`src/rtl/cfi_pkg.sv`:
```
package cfi_pkg;
  localparam int WORD_W  = 16;
  localparam int DADDR_W = 3;
  localparam int RIDX_W  = 3;
  localparam int RDAT_W  = 8;
  localparam int NREG    = 1 << RIDX_W;
  localparam int CNT_W   = 3;

  localparam int B_FLAG = 15;
  localparam int B_WR   = 14;
  localparam int B_DADR = 11;
  localparam int B_RIDX = 8;

  localparam logic [RDAT_W-1:0] MODE_REG_RESET = 8'h10;

  typedef enum logic [1:0] {MD_PROG, MD_DATA, MD_MIXED} mode_e;

  function automatic mode_e mode_of(input logic [1:0] sel);
    if (!sel[0]) return MD_PROG;
    if (sel[1]) return MD_MIXED;
    return MD_DATA;
  endfunction
endpackage

```
`src/rtl/cfi_rate_gen.sv`:
```
module cfi_rate_gen #(
  parameter int BASE_DIV = 2048
) (
  input  logic       clk,
  input  logic       rst_n,
  input  logic       enable,
  input  logic [1:0] rate,
  output logic       tick
);
  localparam int CNT_W = $clog2(BASE_DIV);
  logic [CNT_W-1:0] cnt, lim;

  assign lim  = CNT_W'((BASE_DIV >> rate) - 1);
  assign tick = enable && (cnt >= lim);

  always_ff @(posedge clk) begin
    if (!rst_n || !enable || tick) cnt <= '0;
    else                           cnt <= cnt + 1'b1;
  end
endmodule

```
`src/rtl/cfi_regfile.sv`:
```
module cfi_regfile
  import cfi_pkg::*;
(
  input  logic              clk,
  input  logic              rst_n,
  input  logic              wr_en,
  input  logic [RIDX_W-1:0] wr_idx,
  input  logic [RDAT_W-1:0] wr_data,
  input  logic [RIDX_W-1:0] rd_idx,
  output logic [RDAT_W-1:0] rd_data,
  output logic [1:0]        mode_sel,
  output logic              dlb,
  output logic              slb,
  output logic [CNT_W-1:0]  dev_count,
  output logic [1:0]        rate
);
  logic [RDAT_W-1:0] regs [NREG];
  logic              in_mixed, locked;

  assign in_mixed  = (regs[0][1:0] == 2'b11);
  assign locked    = (mode_of(regs[0][1:0]) == MD_DATA);
  assign mode_sel  = regs[0][1:0];
  assign dlb       = regs[0][2];
  assign slb       = regs[0][3];
  assign dev_count = regs[0][6:4];
  assign rate      = regs[1][1:0];
  assign rd_data   = regs[rd_idx];

  always_ff @(posedge clk) begin
    if (!rst_n) regs[0] <= MODE_REG_RESET;
    else if (wr_en && wr_idx == '0) begin
      regs[0]      <= wr_data;
      regs[0][3:2] <= in_mixed ? wr_data[3:2] : (regs[0][3:2] | wr_data[3:2]);
    end
  end

  for (genvar i = 1; i < NREG; i++) begin : g_reg
    always_ff @(posedge clk) begin
      if (!rst_n) regs[i] <= '0;
      else if (wr_en && wr_idx == RIDX_W'(i)) regs[i] <= wr_data;
    end
  end

  AST_LOCKED_REGS: assert property (@(posedge clk) disable iff (!rst_n)
    locked |=> $stable(regs[0]) && $stable(regs[1]));
endmodule

```
`src/rtl/cfi_rx_decode.sv`:
```
module cfi_rx_decode
  import cfi_pkg::*;
(
  input  logic              clk,
  input  logic              rst_n,
  input  logic              fire,
  input  logic [WORD_W-1:0] data,
  input  mode_e             mode,
  input  logic [CNT_W-1:0]  dev_count,
  input  logic              dlb,
  output logic              reg_wr,
  output logic              rsp_req,
  output logic              fwd_req,
  output logic [WORD_W-1:0] fwd_word,
  output logic              dac_load,
  output logic              mixed_load,
  output logic [WORD_W-1:0] dac_word
);
  logic [DADDR_W-1:0] daddr;
  logic               is_ctrl, is_data, mine, last;
  logic [CNT_W-1:0]   fcnt;
  logic [CNT_W:0]     target;

  assign daddr   = data[B_DADR +: DADDR_W];
  assign mine    = (daddr == '0);
  assign is_ctrl = (mode == MD_PROG) || (mode == MD_MIXED && data[B_FLAG]);
  assign is_data = (mode == MD_DATA) || (mode == MD_MIXED && !data[B_FLAG]);
  assign target  = (dev_count == '0) ? (CNT_W+1)'(1 << CNT_W) : {1'b0, dev_count};
  assign last    = ({1'b0, fcnt} + 1'b1) == target;

  assign reg_wr   = fire && is_ctrl && mine && data[B_WR];
  assign rsp_req  = fire && is_ctrl && mine && !data[B_WR];
  assign fwd_req  = fire && is_ctrl && !mine;
  assign fwd_word = {data[WORD_W-1:B_DADR+DADDR_W], daddr - 1'b1, data[B_DADR-1:0]};

  assign dac_load   = fire && is_data && last && !dlb;
  assign mixed_load = dac_load && (mode == MD_MIXED);
  assign dac_word   = (mode == MD_MIXED) ? {data[WORD_W-2:0], 1'b0} : data;

  always_ff @(posedge clk) begin
    if (!rst_n)                fcnt <= '0;
    else if (fire && is_data)  fcnt <= last ? '0 : fcnt + 1'b1;
  end
endmodule

```
`src/rtl/cascade_frame_core.sv`:
```
module cascade_frame_core
  import cfi_pkg::*;
#(
  parameter int BASE_DIV = 2048
) (
  input  logic              clk,
  input  logic              rst_n,
  input  logic              enable,
  input  logic              rx_valid,
  output logic              rx_ready,
  input  logic [WORD_W-1:0] rx_data,
  output logic              tx_valid,
  input  logic              tx_ready,
  output logic [WORD_W-1:0] tx_data,
  input  logic [WORD_W-1:0] adc_in,
  output logic [WORD_W-1:0] dac_out
);
  logic              fire, tick, dlb, slb;
  logic              reg_wr, rsp_req, fwd_req, dac_load, mixed_load;
  logic [1:0]        mode_sel, rate;
  logic [CNT_W-1:0]  dev_count;
  logic [RDAT_W-1:0] rd_data;
  logic [WORD_W-1:0] fwd_word, dac_word, slb_word, pend_word, adc_word;
  logic              pend_q;
  mode_e             mode;

  assign fire     = rx_valid && rx_ready;
  assign rx_ready = !pend_q;
  assign mode     = mode_of(mode_sel);
  assign adc_word = (mode == MD_MIXED) ? {1'b0, adc_in[WORD_W-2:0]} : adc_in;

  cfi_rate_gen #(.BASE_DIV(BASE_DIV)) u_rate (
    .clk(clk), .rst_n(rst_n), .enable(enable), .rate(rate), .tick(tick));

  cfi_regfile u_regs (
    .clk(clk), .rst_n(rst_n), .wr_en(reg_wr),
    .wr_idx(rx_data[B_RIDX +: RIDX_W]), .wr_data(rx_data[RDAT_W-1:0]),
    .rd_idx(rx_data[B_RIDX +: RIDX_W]), .rd_data(rd_data),
    .mode_sel(mode_sel), .dlb(dlb), .slb(slb), .dev_count(dev_count), .rate(rate));

  cfi_rx_decode u_dec (
    .clk(clk), .rst_n(rst_n), .fire(fire), .data(rx_data), .mode(mode),
    .dev_count(dev_count), .dlb(dlb), .reg_wr(reg_wr), .rsp_req(rsp_req),
    .fwd_req(fwd_req), .fwd_word(fwd_word), .dac_load(dac_load),
    .mixed_load(mixed_load), .dac_word(dac_word));

  always_ff @(posedge clk) begin
    if (!rst_n) begin
      pend_q    <= 1'b0;
      pend_word <= '0;
      slb_word  <= '0;
    end else begin
      if (fire) slb_word <= rx_data;
      if (fwd_req || rsp_req) begin
        pend_q    <= 1'b1;
        pend_word <= fwd_req ? fwd_word : {rx_data[WORD_W-1:RDAT_W], rd_data};
      end else if (tick) begin
        pend_q <= 1'b0;
      end
    end
  end

  always_ff @(posedge clk) begin
    if (!rst_n) begin
      tx_valid <= 1'b0;
      tx_data  <= '0;
    end else if (tick) begin
      tx_valid <= 1'b1;
      tx_data  <= slb ? slb_word : (pend_q ? pend_word : adc_word);
    end else if (tx_ready) begin
      tx_valid <= 1'b0;
    end
  end

  always_ff @(posedge clk) begin
    if (!rst_n)            dac_out <= '0;
    else if (tick && dlb)  dac_out <= adc_in;
    else if (dac_load)     dac_out <= dac_word;
  end

  AST_TX_HOLD: assert property (@(posedge clk) disable iff (!rst_n)
    (tx_valid && !tx_ready && !tick) |=> tx_valid && $stable(tx_data));
  AST_FWD_STALL: assert property (@(posedge clk) disable iff (!rst_n)
    (fire && mode == MD_PROG && rx_data[B_DADR +: DADDR_W] != '0) |=> !rx_ready);
  AST_IDLE_NO_FRAME: assert property (@(posedge clk) disable iff (!rst_n)
    (!enable && !tx_valid) |=> !tx_valid);
  AST_MIXED_LSB: assert property (@(posedge clk) disable iff (!rst_n)
    mixed_load |=> !dac_out[0]);
endmodule

```
`config.mk`:
```
export PLATFORM = sky130hd
export DESIGN_NAME = cascade_frame_core
export DESIGN_NICKNAME = d
export VERILOG_FILES = /design/src/rtl/cfi_pkg.sv /design/src/rtl/cfi_rate_gen.sv /design/src/rtl/cfi_regfile.sv /design/src/rtl/cfi_rx_decode.sv /design/src/rtl/cascade_frame_core.sv
export SDC_FILE = /design/constraint.sdc
export NUM_CORES = 1
export LEC_CHECK = 0
export BUFFER_PORTS_ARGS = -buffer_cell sky130_fd_sc_hd__clkbuf_2
export CAP_MARGIN = 10
export CORE_MARGIN = 4
export CORE_UTILIZATION = 54
export DETAILED_ROUTE_END_ITERATION = 7
export PLACE_DENSITY_LB_ADDON = 0.05
export SLEW_MARGIN = 10
export SYNTH_ARGS = -nofsm -noshare
export SYNTH_HDL_FRONTEND = slang
export SYNTH_HIERARCHICAL = 1
export SYNTH_SLANG_ARGS = --single-unit
```
`constraint.sdc`:
```
create_clock -name clk -period 3 [get_ports clk]
set_input_delay 0 -clock clk [delete_from_list [all_inputs] [get_ports clk]]
set_output_delay 0 -clock clk [all_outputs]
set_load 0.005 [all_outputs]
```
==> out/metrics.csv <==
metric,value,unit
fillers,1093,
PD cells,549,mW/mm2
max-cap violation count,0,
switch share,23.1,%
dpl cells,922,
CP top delay family,simple AND/OR/NAND/NOR gates,
final setup TNS,0,ps
first-pass GRT wire length,30300,um
chip width,125,um
Global Route Usage Sum,24.4,%
Post-DP HPWL,12800,um
worst setup path class,register to register,
GPL Wtd Cong,0.861,
initial antenna violation count,0,
Gate Count Post-Synth,722,
pre-CTS worst setup slack,458,ps
max-slew violations,0,
final setup fails,0,
crit share post-route,85.6,%
fmax,389,MHz
cts bufs inserted,17,
number of buffers and inverters on the critical path,1,
Post-Syn Area,0.00744,mm2
Pre-Repair DR Iteration Count,5,
Inserted Diodes,0,
Min-Delay Path Class,input pin to register,
Worst Path Arrival,2900,ps
R2R Setup Slk,430,ps
dpl cell area,0.00778,mm2
status,"complete, no violations",
ANT nets after route,0,
CTS root buffer,clkbuf_16,
layout cell share with drive strength beyond 1,20.5,%
I/O Pins,71,
vias in the first global route,5605,
worst slew pin tran,806,ps
drt total wl,18900,um
Yosys warning total,6,
Switch Pwr,1.10,mW
synthesized net count,766,
"Hold Vio Cnt, Final",0,
final non-filler cell total,984,
synth-to-layout area growth,16.9,%
Peak VDD IR,0.000714,V
max_slew headroom,46.3,%
worst setup margin,432,ps
H-tree levels,4,
Critical Path Slowest Stage Cell,edfxtp_1,
hold-critical path depth,4,
startpoint class of the critical path,register,
Setup Skew,10.5,ps
Int Pwr,3.67,mW
clk_lat worst skew,420,ps
r2r startpoint,u_regs/regs[1][1]$_SDFFCE_PN0P_,
largest net degree at the start of global routing,45,
CTS tree,yes,
clock share of power,46.1,%
WHS,52.6,ps
Bufs on Longest Clock Path,2,
Die Ht,125,um
Gate power share,9.1,%
Core Box Area,0.0133,mm2
Crit Path Max Fanout,19,
Required @ worst endpoint,3330,ps
TritonCTS Sinks,144,
synthesized area per cell,10.3,um2
hold worst-path end,u_rate/cnt[7]$_SDFF_PP0_,
via count,5704,
Max stage delay on crit path,420,ps
post-route cell area,0.00870,mm2
RSZ-0062 raised after global routing,no,
drt via density,5.80,
Tmin final,2570,ps
"Reg clk slew, reported paths",60,ps
setup bufs post-CTS,0,
R2R depth,9,
DR DRC count,0,
wire per inst,19.2,um
r2r endpoint,tx_data[3]$_SDFFE_PN0P_,
Flop pwr share,44.8,%
row count,42,
critical path cell sequence,"or2_2, ha_1, nand4_1, nor4_2, o21a_1, buf_4, and2_2, o21ai_0, o21ai_0",
gr ovfl total,0,
"most used cell, CP",o21ai_0,
CP Capture Type,register,
initial core utilization,55.8,%
First DRT Iteration DRCs,505,
HP Start,enable,
die area,0.0157,mm2
PortBufs,70,
layout net count,839,
Leak,3.43,nW
worst register-to-register path, cell delays in order (launching register included):
cell and delay, ps:
edfxtp_1 420, or2_2 320, ha_1 300, nand4_1 110
nor4_2 310, o21a_1 190, buf_4 220, and2_2 330
o21ai_0 120, o21ai_0 170
power by group through the flow:
| stage | Sequential [mW] | Clock, mW | Combinational [mW] |
|---|---|---|---|
| after floorplan | 2.17 | 0 | 0.283 |
| after global placement | 2.18 | 0 | 0.391 |
| after detailed placement | 2.18 | 0 | 0.399 |
| after CTS | 2.14 | 2.23 | 0.432 |
| after global routing | 2.14 | 2.32 | 0.477 |
| final | 2.14 | 2.20 | 0.436 |
per-layer routing:
metal	wire [um]	track usage, %	up-vias	share of wire [%]
met4	266	6.82	0	1.4
met3	1180	6.40	24	6.2
met2	9000	39.6	201	48
met1	8440	32.6	2736	45
met5	0	0	-	0
li1	-	-	2743	-
area by class of cell:
| class | instances | area [um2] | area share (%) |
|---|---|---|---|
| Tap cell | 176 | 220 | 2.53 |
| Clock buffer | 18 | 429 | 4.93 |
| Inverter | 21 | 86.3 | 0.992 |
| Multi-Input combinational cell | 483 | 3390 | 39.0 |
| Timing Repair Buffer | 128 | 861 | 9.90 |
| Sequential cell | 144 | 3520 | 40.5 |
| Clock inverter | 14 | 189 | 2.17 |
sequential cells by signal, indices dropped and copies added (netlist names):
register	cells
u_regs/regs	64
dac_out	16
pend_word	16
slb_word	16
tx_data	16
u_rate/cnt	11
u_dec/fcnt	3
pend_q	1
tx_valid	1
timing repair:
item / in CTS / in global routing
hold endpoints to repair: 47 / 0
resized for setup: 0 / 0
hold buffers: 30 / 0
per-stage QoR:
step	power (mW)	util [%]
final	4.78	65.2
after floorplan	2.45	-
after CTS	4.80	65.2
after global routing	4.94	65.2
after global placement	2.57	58.3
after detailed placement	2.58	58.3
cells in the final DEF, fill, tap and decap left out, drive strengths merged, types with 8 or more instances in the layout:
| master | n |
|---|---|
| mux2i | 33 |
| buf | 28 |
| edfxtp | 64 |
| and2 | 36 |
| dlygate4sd3 | 30 |
| nor3 | 66 |
| dfxtp | 80 |
| nand2 | 110 |
| a21boi | 19 |
| o211a | 16 |
| clkbuf | 88 |
| mux4 | 16 |
| a211oi | 23 |
| o21ai | 64 |
| nand3b | 17 |
| mux2 | 8 |
| inv | 17 |
worst max path at each step:
stage | cells after the start | slack [ps] | start | endpoint
after global routing | 9 | 190 | u_regs/regs[1][1]$_SDFFCE_PN0P_ | tx_data[2]$_SDFFE_PN0P_
after detailed placement | 9 | 460 | u_regs/regs[1][1]$_SDFFCE_PN0P_ | tx_data[3]$_SDFFE_PN0P_
after global placement | 9 | 550 | u_regs/regs[1][1]$_SDFFCE_PN0P_ | tx_data[2]$_SDFFE_PN0P_
after floorplan | 8 | 560 | u_regs/regs[0][1]$_SDFFCE_PN0P_ | u_regs/regs[3][0]$_SDFFCE_PN0P_
final | 9 | 430 | u_regs/regs[1][1]$_SDFFCE_PN0P_ | tx_data[3]$_SDFFE_PN0P_
after CTS | 9 | 450 | u_regs/regs[1][1]$_SDFFCE_PN0P_ | tx_data[3]$_SDFFE_PN0P_
Power figures use the tool's default switching activity.
